===== src/rtl/rxsb_pkg.sv =====
package rxsb_pkg;

    localparam logic [1:0] SLOT_EMPTY   = 2'd0;
    localparam logic [1:0] SLOT_LOADED  = 2'd1;
    localparam logic [1:0] SLOT_PENDING = 2'd2;

    typedef enum logic [2:0] {
        F_IDLE,
        F_STORE,
        F_DROP,
        F_PAD,
        F_FCS,
        F_PRE,
        F_COMMIT
    } fill_st_e;

    function automatic logic [31:0] crc32_byte(input logic [31:0] c_in,
                                               input logic [7:0]  d);
        logic [31:0] c;
        c = c_in;
        for (int b = 0; b < 8; b++) begin
            if ((c[0] ^ d[b]) == 1'b1) c = (c >> 1) ^ 32'hEDB8_8320;
            else                       c = c >> 1;
        end
        return c;
    endfunction

endpackage


===== src/rtl/rx_fill_fsm.sv =====
module rx_fill_fsm
    import rxsb_pkg::*;
#(
    parameter int SLOT_BYTES = 2048,
    parameter int MIN_DATA   = 60,
    localparam int AW = $clog2(SLOT_BYTES),
    localparam int CW = AW + 1
) (
    input  logic          clk,
    input  logic          rst_n,
    input  logic          in_valid,
    input  logic          in_sof,
    input  logic          in_eof,
    input  logic [7:0]    in_data,
    input  logic          slot0_loaded,
    input  logic          slot1_loaded,
    output logic          mem_we,
    output logic          mem_slot,
    output logic [AW-1:0] mem_addr,
    output logic [7:0]    mem_data,
    output logic          commit,
    output logic          commit_slot,
    output logic [CW-1:0] commit_count
);
    localparam int PRE_BYTES = 8;
    localparam int FCS_BYTES = 4;
    localparam int OVERHEAD  = PRE_BYTES + FCS_BYTES;
    localparam int MAX_DATA  = SLOT_BYTES - OVERHEAD;

    fill_st_e      st, nxt;
    logic [CW-1:0] len;
    logic [31:0]   crc;
    logic [2:0]    idx;
    logic          slot;
    logic          ovf;
    logic          any_loaded;
    logic          start;
    logic [31:0]   crc_sh;

    assign any_loaded = slot0_loaded | slot1_loaded;
    assign start      = in_valid & in_sof;
    assign crc_sh     = ~crc >> {idx[1:0], 3'b000};

    // state register
    always_ff @(posedge clk) begin
        if (!rst_n) st <= F_IDLE;
        else        st <= nxt;
    end

    // next state
    always_comb begin
        nxt = st;
        unique case (st)
            F_IDLE: begin
                if (start) begin
                    if (any_loaded) nxt = in_eof ? F_PAD : F_STORE;
                    else            nxt = in_eof ? F_IDLE : F_DROP;
                end
            end
            F_STORE: begin
                if (in_valid && in_eof) begin
                    if (ovf || len >= CW'(MAX_DATA))        nxt = F_IDLE;
                    else if (len + CW'(1) < CW'(MIN_DATA))  nxt = F_PAD;
                    else                                    nxt = F_FCS;
                end
            end
            F_DROP:   if (in_valid && in_eof) nxt = F_IDLE;
            F_PAD:    if (len + CW'(1) >= CW'(MIN_DATA)) nxt = F_FCS;
            F_FCS:    if (idx == 3'(FCS_BYTES - 1)) nxt = F_PRE;
            F_PRE:    if (idx == 3'(PRE_BYTES - 1)) nxt = F_COMMIT;
            F_COMMIT: nxt = F_IDLE;
            default:  nxt = F_IDLE;
        endcase
    end

    // datapath registers
    always_ff @(posedge clk) begin
        if (!rst_n) begin
            len  <= '0;
            crc  <= '1;
            idx  <= '0;
            slot <= 1'b0;
            ovf  <= 1'b0;
        end else begin
            unique case (st)
                F_IDLE: begin
                    if (start && any_loaded) begin
                        slot <= ~slot0_loaded;
                        len  <= CW'(1);
                        crc  <= crc32_byte('1, in_data);
                        ovf  <= 1'b0;
                        idx  <= '0;
                    end
                end
                F_STORE: begin
                    if (in_valid) begin
                        if (len < CW'(MAX_DATA)) begin
                            len <= len + CW'(1);
                            crc <= crc32_byte(crc, in_data);
                        end else begin
                            ovf <= 1'b1;
                        end
                    end
                end
                F_PAD: begin
                    len <= len + CW'(1);
                    crc <= crc32_byte(crc, 8'h00);
                end
                F_FCS:    idx <= (idx == 3'(FCS_BYTES - 1)) ? 3'd0 : idx + 3'd1;
                F_PRE:    idx <= idx + 3'd1;
                F_DROP, F_COMMIT: ;
                default: ;
            endcase
        end
    end

    // outputs
    always_comb begin
        mem_we       = 1'b0;
        mem_slot     = slot;
        mem_addr     = AW'(len + CW'(PRE_BYTES));
        mem_data     = in_data;
        commit       = 1'b0;
        commit_slot  = slot;
        commit_count = len + CW'(OVERHEAD);
        unique case (st)
            F_IDLE: begin
                mem_we   = start & any_loaded;
                mem_slot = ~slot0_loaded;
                mem_addr = AW'(PRE_BYTES);
            end
            F_STORE:  mem_we = in_valid && (len < CW'(MAX_DATA));
            F_PAD: begin
                mem_we   = 1'b1;
                mem_data = 8'h00;
            end
            F_FCS: begin
                mem_we   = 1'b1;
                mem_addr = AW'(len + CW'(PRE_BYTES) + CW'(idx));
                mem_data = crc_sh[7:0];
            end
            F_PRE: begin
                mem_we   = 1'b1;
                mem_addr = AW'(idx);
                mem_data = (idx == 3'(PRE_BYTES - 1)) ? 8'hD5 : 8'h55;
            end
            F_COMMIT: commit = 1'b1;
            F_DROP: ;
            default: ;
        endcase
    end

endmodule


===== src/rtl/rx_slot_regs.sv =====
module rx_slot_regs
    import rxsb_pkg::*;
#(
    parameter int CW = 12
) (
    input  logic          clk,
    input  logic          rst_n,
    input  logic          reg_we,
    input  logic [1:0]    reg_addr,
    input  logic [31:0]   reg_wdata,
    input  logic          commit,
    input  logic          commit_slot,
    input  logic [CW-1:0] commit_count,
    output logic [1:0]    state0,
    output logic [1:0]    state1,
    output logic [CW-1:0] count0,
    output logic [CW-1:0] count1,
    output logic          slot0_loaded,
    output logic          slot1_loaded,
    output logic          rx_irq,
    output logic          ready
);
    localparam int NSLOT = 2;

    logic [1:0]    st_q  [NSLOT];
    logic [CW-1:0] cnt_q [NSLOT];
    logic          unused_wdata_bits;

    assign unused_wdata_bits = ^reg_wdata[31:CW];

    for (genvar g = 0; g < NSLOT; g++) begin : g_slot
        logic hw_hit;
        assign hw_hit = commit && (commit_slot == 1'(g));
        always_ff @(posedge clk) begin
            if (!rst_n) begin
                st_q[g]  <= SLOT_EMPTY;
                cnt_q[g] <= '0;
            end else if (hw_hit) begin
                st_q[g]  <= SLOT_PENDING;
                cnt_q[g] <= commit_count;
            end else if (reg_we && reg_addr[1] == 1'(g)) begin
                if (reg_addr[0]) cnt_q[g] <= reg_wdata[CW-1:0];
                else             st_q[g]  <= reg_wdata[1:0];
            end
        end
    end

    assign state0       = st_q[0];
    assign state1       = st_q[1];
    assign count0       = cnt_q[0];
    assign count1       = cnt_q[1];
    assign slot0_loaded = (st_q[0] == SLOT_LOADED);
    assign slot1_loaded = (st_q[1] == SLOT_LOADED);
    assign ready        = slot0_loaded | slot1_loaded;
    assign rx_irq       = (st_q[0] == SLOT_PENDING) | (st_q[1] == SLOT_PENDING);

endmodule


===== src/rtl/rx_dual_slot_buf.sv =====
module rx_dual_slot_buf #(
    parameter int SLOT_BYTES = 2048,
    parameter int MIN_DATA   = 60
) (
    input  logic                         clk,
    input  logic                         rst_n,
    input  logic                         in_valid,
    input  logic                         in_sof,
    input  logic                         in_eof,
    input  logic [7:0]                   in_data,
    input  logic                         reg_we,
    input  logic [1:0]                   reg_addr,
    input  logic [31:0]                  reg_wdata,
    output logic                         mem_we,
    output logic                         mem_slot,
    output logic [$clog2(SLOT_BYTES)-1:0] mem_addr,
    output logic [7:0]                   mem_data,
    output logic [1:0]                   state0,
    output logic [$clog2(SLOT_BYTES):0]  count0,
    output logic [1:0]                   state1,
    output logic [$clog2(SLOT_BYTES):0]  count1,
    output logic                         rx_irq,
    output logic                         ready
);
    localparam int AW = $clog2(SLOT_BYTES);
    localparam int CW = AW + 1;

    logic          slot0_loaded, slot1_loaded;
    logic          commit, commit_slot;
    logic [CW-1:0] commit_count;

    rx_fill_fsm #(.SLOT_BYTES(SLOT_BYTES), .MIN_DATA(MIN_DATA)) u_fill (
        .clk(clk), .rst_n(rst_n),
        .in_valid(in_valid), .in_sof(in_sof), .in_eof(in_eof), .in_data(in_data),
        .slot0_loaded(slot0_loaded), .slot1_loaded(slot1_loaded),
        .mem_we(mem_we), .mem_slot(mem_slot), .mem_addr(mem_addr), .mem_data(mem_data),
        .commit(commit), .commit_slot(commit_slot), .commit_count(commit_count)
    );

    rx_slot_regs #(.CW(CW)) u_regs (
        .clk(clk), .rst_n(rst_n),
        .reg_we(reg_we), .reg_addr(reg_addr), .reg_wdata(reg_wdata),
        .commit(commit), .commit_slot(commit_slot), .commit_count(commit_count),
        .state0(state0), .state1(state1), .count0(count0), .count1(count1),
        .slot0_loaded(slot0_loaded), .slot1_loaded(slot1_loaded),
        .rx_irq(rx_irq), .ready(ready)
    );

endmodule


===== config.mk =====
export PLATFORM = sky130hd
export DESIGN_NAME = rx_dual_slot_buf
export DESIGN_NICKNAME = d
export VERILOG_FILES = /design/src/rtl/rxsb_pkg.sv /design/src/rtl/rx_fill_fsm.sv /design/src/rtl/rx_slot_regs.sv /design/src/rtl/rx_dual_slot_buf.sv
export SDC_FILE = /design/constraint.sdc
export NUM_CORES = 1
export LEC_CHECK = 0
export BUFFER_PORTS_ARGS = -buffer_cell sky130_fd_sc_hd__buf_2
export CORE_MARGIN = 8
export CORE_UTILIZATION = 50
export CTS_CLUSTER_DIAMETER = 50
export DETAILED_ROUTE_END_ITERATION = 8
export GPL_ROUTABILITY_DRIVEN = 0
export PLACE_DENSITY = 0.71
export SETUP_SLACK_MARGIN = 0.1
export SYNTH_ARGS = -nofsm -noshare
export SYNTH_HDL_FRONTEND = slang
export SYNTH_SLANG_ARGS = --single-unit

===== constraint.sdc =====
create_clock -name clk -period 5.3 [get_ports clk]
set_input_delay 1.06 -clock clk [delete_from_list [all_inputs] [get_ports clk]]
set_output_delay 1.06 -clock clk [all_outputs]
set_load 0.01 [all_outputs]

==> run_results.csv <==
group,metric,value,unit
run_status,status,"finished, final reports clean",
synth,yosys.cell_types.count,72,
synth,synth.top_cells.by_count,"101 x xnor2_1, 100 x nand2_1, 70 x o21ai_0",
power_and_ir_drop,clockPowerShare,26.9,%
placed_design,placed_cells_incl_taps,1031,
sta,setup_viol,0,
synth,yosys.area.top_type_share,15.0,%
placed_design,hpwl,14400,um
cts,clock-sinks,80,
cts,cts_post_setup_buffers_inserted,0,
setup_path,r2r_end,"u_fill.crc[31]",
power_and_ir_drop,p_switching,0.00101,W
synth,synth.largest_area_cell,"dfxtp_1",
synth,avgSynthCellArea,8.31,um2
finish,area.growth.synth_to_final,10.5,%
sta,fin_setup_tns,0,ns
synth,syn_nets,896,
sta,relSlewSlack,28.0,%
cts,cts_resized,0,
sta,finalHoldViolations,0,
cts,clkLatencyLatePin,0.36,ns
setup_path,crit_buf_inv,2,
setup_path,critPathLaunch,"u_fill.len[3]",
die,core_region_area,13700,um2
sta,slew_violations,0,
global_routing,first_global_vias,5992,
synth,ys_ff_latch,80,
synth,netlist_area,6920,um2
global_routing,grt_use_total,23.2,%
power_and_ir_drop,finalPower,0.00265,W
cts,clk_pin_slew_worst_paths,0.07,ns
sta,min_period_over_period,79.0,%
die,start_util,50.4,%
setup_path,cp_cell_sequence,"inv_1 > ha_1 > nand4b_1 > o211a_1 > o21ai_0 > nand2_1 > buf_2",
setup_path,cp-start-kind,"flip-flop",
sta,rsz0062_at_grt,"false",
global_routing,grt_max_degree,38,
die,io_pins,99,
synth,async_flop_share,0,%
cts,cts_hold_buf,0,
global_routing,grt_pass1_wl,32800,um
setup_path,cp.required,4.24,ns
cts,cts_tree,"built",
power_and_ir_drop,leakage,2.87,nW
setup_path,critPathMaxFanout,16,
drt,firstDrtPassIters,5,
die,rows,43,
die,die_area,17900,um2
synth,synth-main-ff-cell,"dfxtp_1",
global_routing,grt_overflow_total,0,
drt,routedWlPerCell,19.9,um
drt,num_vias,6389,
sta,finalClockSkew,0.00911,ns
finish,drive_gt1_share,14.4,%
setup_path,cpMaxStageDelayCell,"o21ai_0",
cts,clockBufferDepth,2,
synth,synth_edf_count,28,
setup_path,cp_top_family,"compound AO/OA/AOI/OAI gates",
setup_path,reg2reg_slack,1.97,ns
finish,fin_nets,925,
synth,syn_inst,833,
die,die_w,134,um
sta,fin_hold_ws,0.509,ns
global_routing,antenna_found_initial,0,
drt,drt_iter0_markers,794,
drt,ant_nets,0,
die,die_y,134,um
worst_hold_path,hold_path_class,"reg2reg",
setup_path,critPathMaxStageDelay,0.67,ns
run,max-cap-violations,0,
finish,layout.cells.non_filler,1047,
setup_path,critPathKind,"reg2out",
finish,diodes,0,
power_and_ir_drop,power.internal,0.00164,W
setup_path,r2r_start,"u_fill.len[3]",
synth,synth_seq_area_share,27.2,%
setup_path,r2r_cells,9,
power_and_ir_drop,p_sw_share,38.0,%
cts,root_buffer,"clkbuf_16",
placed_design,io_buffer_count,78,
power_and_ir_drop,p_seq_share,30.0,%
setup_path,cp.depth,7,
synth,synthTopCellsByArea,"dfxtp_1 15%, xnor2_1 13%, edfxtp_1 12%",
drt,drt-total-wl,20900,um
sta,worstMarginPinSlew,1.07,ns
setup_path,end_kind,"primary output",
drt,vias_per_cell,6.10,
synth,yosys_warnings,0,
setup_path,crit_path_end,"mem_we",
synth,synth_most_common_cell,"xnor2_1",
power_and_ir_drop,power.density,347,nW/um2
setup_path,worstPathArrival,3.13,ns
power_and_ir_drop,vdd_drop_max,0.242,mV
drt,drc,0,
sta,min_period,4.19,ns
sta,fmax,0.239,GHz
power_and_ir_drop,combPwrFrac,43.1,%
cts,h-tree-depth,3,
cts,cts_inserted_buffers,9,
[layer usage]
layer | global-route usage, % | up-vias | routed length (um)
met1 | 28.8 | 3027 | 8610
li1 | - | 3034 | -
met5 | 0 | - | 0
met3 | 5.12 | 38 | 1550
met2 | 38.7 | 290 | 10100
met4 | 8.30 | 0 | 588
[state kept, by name, indices dropped and copies added, names as in the netlist]
signal and count:
u_fill.crc 32, u_regs.cnt_q 24, u_fill.commit_slot 1, u_fill.len 12, u_fill.st 3, u_fill.idx 3, u_regs.st_q 4, u_fill.ovf 1
[worst min-delay path by stage]
stage	from	end	slack, ns	cells past startpoint
after global routing	u_fill.crc[17]	u_fill.crc[17]	0.54	2
after CTS	u_fill.ovf	u_fill.ovf	0.50	2
final	u_fill.ovf	u_fill.ovf	0.51	2
after global placement	u_fill.ovf	u_fill.ovf	0.47	2
after detailed placement	u_fill.ovf	u_fill.ovf	0.48	2
after floorplan	u_fill.ovf	u_fill.ovf	0.46	2
[area by class of cell]
| cell class | count | area (um2) |
|---|---|---|
| tap | 180 | 225 |
| clock inverter | 7 | 106 |
| clock buffer | 9 | 225 |
| inverter | 15 | 56.3 |
| sequential | 80 | 1880 |
| timing repair buffer | 88 | 465 |
| multi-input combinational | 668 | 4690 |
| fill | 1274 | 6070 |
[power by group through the flow]
stage	Combinational, W	Sequential [W]	Clock [W]
2_1_floorplan	0.000929	0.000750	0
4_1_cts	0.00113	0.000792	0.000718
3_3_place_gp	0.00110	0.000804	0
6_report	0.00114	0.000796	0.000713
5_1_grt	0.00123	0.000803	0.000743
3_5_place_dp	0.00112	0.000806	0
[kinds of logic after synthesis]
| group | count (synthesis) | share of synthesized area (%) |
|---|---|---|
| XOR/XNOR | 160 | 24.2 |
| AO/OA/AOI/OAI | 230 | 20.4 |
| multiplexers | 16 | 3.78 |
| flip-flops | 80 | 27.2 |
| AND/OR/NAND/NOR | 247 | 16.4 |
| adder cells (fa/ha/maj) | 15 | 2.82 |
| buffers and inverters | 85 | 5.21 |
[worst reg2reg max path, stage by stage (launching register included)]
cell and delay (ns):
dfxtp_1 0.66, inv_1 0.29, ha_1 0.33, nand4b_1 0.23, o2111ai_1 0.30, a31o_2 0.73, buf_4 0.38, a211oi_1 0.08
a21oi_1 0.14, nand2_1 0.06
[through the flow]
step | worst slack, ns | cell area, um2 | util (%)
CTS | 1.14 | 7650 | 55.7
detailed placement | 1.54 | 7310 | 53.3
floorplan | 2.21 | 6920 | -
global placement | 1.55 | 7310 | 53.3
global route | 0.943 | 7650 | 55.7
finish | 1.11 | 7650 | 55.7
[layout by cell type (no fill, tap or decap), drive strengths merged, types with 12 or more instances in the layout]
master and instances:
dfxtp 52, o22ai 17, ha 14, nand2 100
o21ai 71, nor2 59, buf 88, a211oi 12
edfxtp 28, xnor2 103, nand3 22, nor3 15
xor2 42, inv 18, a21oi 65
Note: power is estimated with default switching activity, not from simulation.
